<file path="src/rtl/tlb_xlat_pkg.sv">
package tlb_xlat_pkg;
  localparam int VA_W  = 32;
  localparam int OFF_W = 12;
  localparam int PN_W  = VA_W - OFF_W;

  typedef enum logic [1:0] {
    ACC_READ  = 2'd0,
    ACC_WRITE = 2'd1,
    ACC_EXEC  = 2'd2,
    ACC_RSVD  = 2'd3
  } acc_kind_t;

  // bit 0 read, bit 1 write, bit 2 execute
  typedef struct packed {
    logic x;
    logic w;
    logic r;
  } perm_t;

  typedef struct packed {
    logic            vld;
    logic [PN_W-1:0] vpn;
    logic [PN_W-1:0] ppn;
    perm_t           perm;
  } ent_t;

  function automatic logic acc_ok(perm_t p, acc_kind_t k);
    case (k)
      ACC_READ:  acc_ok = p.r;
      ACC_WRITE: acc_ok = p.w;
      ACC_EXEC:  acc_ok = p.x;
      default:   acc_ok = 1'b0;
    endcase
  endfunction
endpackage

</file>
<file path="src/rtl/tlb_xlat_cam.sv">
module tlb_xlat_cam
  import tlb_xlat_pkg::*;
#(
  parameter int ENTRIES = 8,
  localparam int IDX_W = (ENTRIES > 1) ? $clog2(ENTRIES) : 1
) (
  input  ent_t [ENTRIES-1:0] tbl,
  input  logic [PN_W-1:0]    key,
  output logic [ENTRIES-1:0] match,
  output logic [IDX_W-1:0]   idx,
  output logic               any
);
  for (genvar g = 0; g < ENTRIES; g++) begin : g_cmp
    assign match[g] = tbl[g].vld && (tbl[g].vpn == key);
  end

  always_comb begin
    idx = '0;
    for (int i = 0; i < ENTRIES; i++)
      if (match[i]) idx = IDX_W'(i);
  end

  assign any = |match;
endmodule

</file>
<file path="src/rtl/tlb_xlat_alloc.sv">
module tlb_xlat_alloc #(
  parameter int ENTRIES = 8,
  localparam int IDX_W = (ENTRIES > 1) ? $clog2(ENTRIES) : 1
) (
  input  logic               clk,
  input  logic               rst_n,
  input  logic               fire,
  input  logic [ENTRIES-1:0] vld,
  input  logic               dup_any,
  input  logic [IDX_W-1:0]   dup_idx,
  output logic [IDX_W-1:0]   tgt
);
  logic [IDX_W-1:0] ptr;
  logic [IDX_W-1:0] free_idx;
  logic             free_any;
  logic             evict;

  always_comb begin
    free_idx = '0;
    for (int i = ENTRIES - 1; i >= 0; i--)
      if (!vld[i]) free_idx = IDX_W'(i);
  end

  assign free_any = ~&vld;
  assign evict    = fire && !dup_any && !free_any;

  always_comb begin
    if (dup_any)       tgt = dup_idx;
    else if (free_any) tgt = free_idx;
    else               tgt = ptr;
  end

  always_ff @(posedge clk) begin
    if (!rst_n)     ptr <= '0;
    else if (evict) ptr <= (ptr == IDX_W'(ENTRIES - 1)) ? '0 : ptr + 1'b1;
  end
endmodule

</file>
<file path="src/rtl/tlb_xlat.sv">
module tlb_xlat
  import tlb_xlat_pkg::*;
#(
  parameter int ENTRIES = 8
) (
  input  logic             clk,
  input  logic             rst_n,
  input  logic [VA_W-1:0]  lk_vaddr,
  input  logic [1:0]       lk_kind,
  output logic             lk_hit,
  output logic [VA_W-1:0]  lk_paddr,
  output logic             lk_fault,
  input  logic             ins_valid,
  output logic             ins_ready,
  input  logic [PN_W-1:0]  ins_vpn,
  input  logic [PN_W-1:0]  ins_ppn,
  input  logic [2:0]       ins_perm,
  input  logic             flush
);
  localparam int IDX_W = (ENTRIES > 1) ? $clog2(ENTRIES) : 1;

  ent_t [ENTRIES-1:0] tbl;
  logic [ENTRIES-1:0] vld_vec;
  logic [ENTRIES-1:0] lk_match, ins_match;
  logic [IDX_W-1:0]   lk_idx, ins_idx, tgt;
  logic               lk_any, ins_any, fire;
  ent_t               sel;

  for (genvar g = 0; g < ENTRIES; g++) begin : g_vld
    assign vld_vec[g] = tbl[g].vld;
  end

  tlb_xlat_cam #(.ENTRIES(ENTRIES)) u_lk_cam (
    .tbl(tbl), .key(lk_vaddr[VA_W-1:OFF_W]),
    .match(lk_match), .idx(lk_idx), .any(lk_any)
  );

  tlb_xlat_cam #(.ENTRIES(ENTRIES)) u_ins_cam (
    .tbl(tbl), .key(ins_vpn),
    .match(ins_match), .idx(ins_idx), .any(ins_any)
  );

  assign ins_ready = !flush;
  assign fire      = ins_valid && ins_ready;

  tlb_xlat_alloc #(.ENTRIES(ENTRIES)) u_alloc (
    .clk(clk), .rst_n(rst_n), .fire(fire), .vld(vld_vec),
    .dup_any(ins_any), .dup_idx(ins_idx), .tgt(tgt)
  );

  always_ff @(posedge clk) begin
    if (!rst_n) begin
      tbl <= '0;
    end else if (flush) begin
      for (int i = 0; i < ENTRIES; i++) tbl[i].vld <= 1'b0;
    end else if (fire) begin
      tbl[tgt] <= '{vld: 1'b1, vpn: ins_vpn, ppn: ins_ppn, perm: perm_t'(ins_perm)};
    end
  end

  assign sel      = tbl[lk_idx];
  assign lk_hit   = lk_any;
  assign lk_paddr = lk_any ? {sel.ppn, lk_vaddr[OFF_W-1:0]} : '0;
  assign lk_fault = lk_any && !acc_ok(sel.perm, acc_kind_t'(lk_kind));
endmodule

</file>
<file path="config.mk">
export PLATFORM = sky130hd
export DESIGN_NAME = tlb_xlat
export DESIGN_NICKNAME = d
export VERILOG_FILES = /design/src/rtl/tlb_xlat_pkg.sv /design/src/rtl/tlb_xlat_cam.sv /design/src/rtl/tlb_xlat_alloc.sv /design/src/rtl/tlb_xlat.sv
export SDC_FILE = /design/constraint.sdc
export NUM_CORES = 1
export LEC_CHECK = 0
export BUFFER_PORTS_ARGS = -buffer_cell sky130_fd_sc_hd__buf_4
export CAP_MARGIN = 10
export CORE_MARGIN = 5
export CORE_UTILIZATION = 25
export DETAILED_ROUTE_END_ITERATION = 10
export SYNTH_ARGS = -nofsm -noshare
export SYNTH_HDL_FRONTEND = slang
export SYNTH_SLANG_ARGS = --single-unit
</file>
<file path="constraint.sdc">
create_clock -name clk -period 3.3 [get_ports clk]
set_clock_uncertainty 0.1 [all_clocks]
set_input_delay 0.165 -clock clk [delete_from_list [all_inputs] [get_ports clk]]
set_output_delay 0.165 -clock clk [all_outputs]
set_load 0.01 [all_outputs]
</file>
==> results of run 1 <==
[worst min-delay path, stage by stage]
cell and delay, ns:
buf_4 0.18, nand2_1 0.33, mux2i_1 0.12
[synth_stat cells (all sizes together) (13+ instances only)]
library cell,instances
a21oi,48
buf,78
clkbuf,72
dfxtp,355
inv,14
mux2,23
mux2i,388
nand2,407
nand3,30
nand4,79
nor2,13
nor2b,17
nor3b,24
nor4,36
o211ai,21
o21ai,28
xnor2,251
xor2,68
[stage by stage]
step	power [µW]	setup slack [ns]	hold slack, ns
after floorplan	4930	0.103	0.257
after global placement	5310	-0.664	0.339
after detailed placement	5310	-0.535	0.345
after CTS	10200	-0.885	0.125
after global routing	10500	-0.962	0.184
final	10200	-0.894	0.174
[kinds of logic after synthesis]
group                    Yosys count
adder cells (fa/ha/maj)            2
multiplexers                     411
flip-flops                       355
XOR/XNOR                         319
AND/OR/NAND/NOR                  653
AO/OA/AOI/OAI                    128
buffers and inverters            165
[repair_timing]
action | CTS | global route
setup endpoints to repair | 101 | 143
cloned | 2 | 3
resized for setup | 38 | 129
hold buffers | 25 | 0
hold endpoints to repair | 229 | 0
buffers inserted | 8 | 12
pin swaps | 18 | 25
[power groups by stage]
stage / clock network (µW) / logic (µW) / registers [µW]
after floorplan: 0 / 497 / 4430
after global placement: 0 / 873 / 4440
after detailed placement: 0 / 873 / 4440
after CTS: 4970 / 907 / 4340
after global routing: 5160 / 1010 / 4340
final: 4860 / 956 / 4340
[final cells by class]
type	count	area (µm²)
clock buffers	60	1230
well taps	969	1210
clock inverters	13	211
inverters	15	58.8
repair buffers	384	3420
multi-input cells	1514	11500
flip-flops and latches	355	7150
fillers	7730	49500
[flip-flops by register name (all words and copies together) (netlist names)]
| register | count |
|---|---|
| tbl | 352 |
| u_alloc.ptr | 3 |
[worst paths after layout]
path | startpoint | slack, ns | end | cells after the start
setup / recovery | tbl[76]$_SDFFE_PN0P_ | -0.89 | lk_fault | 12
hold / removal | ins_vpn[1] | 0.17 | tbl[332]$_SDFFE_PN0P_ | 3
hold reg to reg | tbl[267]$_SDFFE_PN0P_ | 0.35 | tbl[267]$_SDFFE_PN0P_ | 2
setup reg to reg | tbl[125]$_SDFFE_PN0P_ | 0.05 | tbl[12]$_SDFFE_PN0P_ | 12
[per-layer routing]
| layer | global-route usage [%] | vias up | wire length [µm] |
|---|---|---|---|
| met5 | 0 | - | 0 |
| met4 | 4.71 | 0 | 1910 |
| met3 | 2.87 | 123 | 4390 |
| met2 | 24.4 | 536 | 29700 |
| met1 | 20.8 | 7710 | 29600 |
| li1 | - | 7532 | - |
==> results_dict.tcl, run 1 <==
set metrics [dict create \
    outcome "finished, violations left" \
    violations "negative setup slack" \
    async_flop_share_pct 0 \
    placed_area_um2 22200 \
    syn_inst 2033 \
    worst_pin_slew_ns 0.897 \
    crit_path_start_kind "flop" \
    clkTransAtPathRegs_ns 0.06 \
    max_freq_ghz 0.238 \
    coreArea_um2 74300 \
    leakage_uw 0.0103 \
    synth_nets 2116 \
    synthDistinctLibCells 59 \
    dp_hpwl_mm 47.2 \
    syn_area_um2 18700 \
    crit_family "simple AND/OR/NAND/NOR gates" \
    cts_sinks 355 \
    synthMuxAreaShare_pct 22.2 \
    synth-seq-cells 355 \
    cpMaxStageDelayCell "or4_4" \
    synth_area_leaders "dfxtp_1, mux2i_1, xnor2_1, nand2_1, xor2_1" \
    dr.pass1.iters 6 \
    setup_viol 21 \
    antenna_cells 0 \
    pwr-share-clk_pct 47.8 \
    switching_share_pct 24.9 \
    grt_antenna_before_repair 0 \
    area_growth_pct 32.9 \
    initial_utilization_pct 25.1 \
    power_density_nw_per_um2 409 \
    synth-edff-count 0 \
    routed_via_density 4.80 \
    sequentialPowerShare_pct 42.8 \
    setup.worst_path.end_class "output port" \
    synth_simple_gate_area_share_pct 16.4 \
    synth-compound-area-share_pct 4.23 \
    dieArea_um2 80300 \
    maxCapViolCount 0 \
    slew_viol_final 0 \
    drtIter0Drc 1196 \
    slowest_delay_ns 0.56 \
    irDropWorstVdd_uv 299 \
    timing_hold_violations_final 0 \
    final_common_cell "nand2_1" \
    worst_path_most_repeated_cell "buf_4" \
    rsz0062_at_grt "yes" \
    cts_tree "built" \
    synthAdderAreaFrac_pct 0.134 \
    worstPathRequired_ns 3.03 \
    arrival_ns 3.93 \
    critical_path_class "reg -> out" \
    seq_area_frac_synth_pct 38.0 \
    grt_max_degree 69 \
    synth.avg_cell_area_um2 9.19 \
    grt_pass1_wl_mm 95.7 \
    final_area_um2 24800 \
    cts-root-buf "clkbuf_16" \
    htreeDepth 2 \
    path_cells "xor2_1, or4b_4, or4_4, a211oi_2, a222oi_1, buf_4, buf_6, mux2_4, o211a_1, o21a_1, a2111oi_4, buf_4" \
    worst-path-max-fanout 3 \
    layout.nets 2396 \
    layout_setup_ws_ns -0.894 \
    final_util_pct 33.4 \
    fin_cells 3310 \
    die_w_um 283 \
    yosysTopAreaCell "dfxtp_1" \
    max_slew_margin_pct 40.1 \
    drc 0 \
    rows 100 \
    synth_xor_area_share_pct 15.0 \
    numCtsBuffers 43 \
    clockBufferDepth 3 \
    io_buffers 115 \
    p_switching_uw 2530 \
    mostFrequentLayoutCells "nand2_1, mux2i_1, dfxtp_1" \
    vias 15900 \
    die_h_um 283 \
    combinationalPowerShare_pct 9.4 \
    p_int_uw 7630 \
    drive_gt1_share_pct 24.6 \
    antenna_left 0 \
    fin_crit_ns 4.19 \
    setup_tns_ns -16.76 \
    grt_pass1_vias 15600 \
    hold_path_class "in -> reg" \
    grtUsageTotal_pct 15.2 \
    synth_ff_type "dfxtp_1" \
    ios 116 \
    clk_latency_ns 0.58 \
    gp_congestion 0.985 \
    grt_overflow 0 \
    synth_top_family_by_area "multiplexers" \
    placedCellCount 3193 \
    path_buf_inv 3 \
    ys_warn_count 0 \
    synth.top_cell.area_share_pct 38.0 \
    drt-wirelength-per-cell_um 19.8 \
    min_period_over_period_pct 127 \
    drt_wl_total_mm 65.6 \
]
(Power assumes the default switching activity.)
==> run 2: changes to the inputs <==
Settings changed: CORE_UTILIZATION 25 to 49, CTS_BUF_LIST from default to sky130_fd_sc_hd__clkbuf_2 sky130_fd_sc_hd__clkbuf_4 sky130_fd_sc_hd__clkbuf_8, PLACE_DENSITY from default to 0.67.
==> run 2 against run 1 <==
The run still ends with negative setup slack left. Utilization increased by 34 points. Critical path depth up 1. Cell area up 1.7%. Fmax grew 2.4%. Sequential share of layout area shrank 0.50 points. Cell count down 10%. Power decreased by 5.7%. First-iteration DRC count up 11%. Routed wire length grew 7.2%. Worst hold slack worse by 0.15 ns. Largest power group is now sequential cells.
==> results_dict.tcl, run 2 (synthesis results as in run 1) <==
set metrics [dict create \
    outcome "finished, violations left" \
    violations "negative setup slack" \
    setup.worst_path.end_class "output port" \
    layout_setup_ws_ns -0.797 \
    cts-root-buf "clkbuf_8" \
    cts_sinks 355 \
    io_buffers 115 \
    leakage_uw 0.0108 \
    crit_path_start_kind "flop" \
    cpMaxStageDelayCell "or4b_4" \
    grt_antenna_before_repair 0 \
    antenna_left 0 \
    die_h_um 205 \
    clockBufferDepth 3 \
    drc 0 \
    grt_pass1_vias 17100 \
    worstPathRequired_ns 3.03 \
    antenna_cells 0 \
    worst-path-max-fanout 5 \
    largestRegisters "tbl (352), u_alloc.ptr (3)" \
    initial_utilization_pct 49.6 \
    timing_hold_violations_final 0 \
    min_period_over_period_pct 124 \
    final_common_cell "nand2_1" \
    max_slew_margin_pct 48.1 \
    grtUsageTotal_pct 30.2 \
    dr.pass1.iters 7 \
    fin_crit_ns 4.10 \
    routed_via_density 5.67 \
    path_buf_inv 4 \
    dieArea_um2 42100 \
    drt_wl_total_mm 70.3 \
    arrival_ns 3.83 \
    cts_tree "built" \
    dp_hpwl_mm 46.8 \
    worst_pin_slew_ns 0.777 \
    drt-wirelength-per-cell_um 23.6 \
    clk_latency_ns 0.66 \
    path_cells "xor2_1, or4b_4, or4_4, a211oi_2, a222oi_1, buf_4, o21a_4, buf_6, buf_4, mux2_4, o21ai_2, o211ai_1, buf_4" \
    maxCapViolCount 0 \
    slowest_delay_ns 0.55 \
    ios 116 \
    largest_register_ffs 352 \
    die_w_um 205 \
    top_register "tbl" \
    max_freq_ghz 0.244 \
    coreArea_um2 37700 \
    setup_viol 155 \
    hold_path_class "in -> reg" \
    area_growth_pct 35.2 \
    crit_family "simple AND/OR/NAND/NOR gates" \
    irDropWorstVdd_uv 399 \
    slew_viol_final 0 \
    rows 71 \
    clkTransAtPathRegs_ns 0.07 \
    mostFrequentLayoutCells "nand2_1, mux2i_1, buf_4" \
    drive_gt1_share_pct 28.3 \
    worst_hold_slack_ns 0.0210 \
    numCtsBuffers 60 \
    layout.nets 2502 \
    grt_overflow 0 \
    grt_max_degree 98 \
    gp_congestion 1.02 \
    power_density_nw_per_um2 379 \
    worst_path_most_repeated_cell "buf_4" \
    rsz0062_at_grt "yes" \
    p_total_uw 9580 \
    drtIter0Drc 1326 \
    grt_pass1_wl_mm 98.2 \
    critical_path_class "reg -> out" \
    htreeDepth 2 \
    vias 16900 \
]
-- run 2: area by class of cell --
type / instances / area, µm²
Fill cell: 3108 / 12400
Multi-Input combinational cell: 1515 / 11500
Sequential cell: 355 / 7150
Timing Repair Buffer: 472 / 4620
Clock buffer: 92 / 1130
Tap cell: 511 / 639
Clock inverter: 16 / 136
Inverter: 15 / 56.3
-- run 2: stage by stage --
step           instances  setup TNS (ns)  instance area, µm²  utilization, %  setup WS (ns)
2_1_floorplan       2033               0               18700               -          0.103
4_1_cts             2930          -15.70               23900            63.4         -0.731
3_3_place_gp        2788          -12.08               22000            58.5         -0.366
5_1_grt             2976          -50.71               25300            67.0         -0.898
3_5_place_dp        2788          -11.57               22000            58.5         -0.294
6_report            2976          -21.66               25300            67.0         -0.797
-- run 2: tightest hold or removal path, stage by stage --
cell and delay, ns:
buf_4 0.11, nor2b_1 0.15, nand2_1 0.06, nor3_1 0.08
nand3b_1 0.10, a21boi_0 0.08
-- run 2: final timing paths --
path,slack (ns),to,from,cells past startpoint
worst min register to register,0.36,tbl[282]$_SDFFE_PN0P_,tbl[282]$_SDFFE_PN0P_,2
worst max-delay path,-0.80,lk_paddr[16],tbl[76]$_SDFFE_PN0P_,13
worst max register to register,-0.18,tbl[94]$_SDFFE_PN0P_,tbl[125]$_SDFFE_PN0P_,14
worst min-delay path,0.02,u_alloc.ptr[1]$_SDFFE_PN0P_,ins_valid,6
-- run 2: per-layer routing --
layer  up-vias  part of all wire, %  track usage (%)
met5         -                    0                0
met4         0                  7.1             18.5
met3       223                  5.1             4.18
met2       646                   48             51.7
met1      8248                   40             36.1
li1       7746                    -                -
-- run 2: repair_timing --
item / 4_1_cts / 5_1_grt
hold buffers: 26 / 0
pin swaps: 20 / 39
setup buffers: 5 / 24
setup endpoints to repair: 83 / 286
gates resized for setup: 61 / 142
gates cloned: 3 / 24
hold endpoints to repair: 216 / 0
-- run 2: where the power goes --
part           internal [µW]  total, µW  leakage, µW  switching (µW)
clock network           2340       4210     0.000687            1870
logic                    439       1020      0.00728             583
registers               4320       4350      0.00288            28.4
total                   7100       9580       0.0108            2480
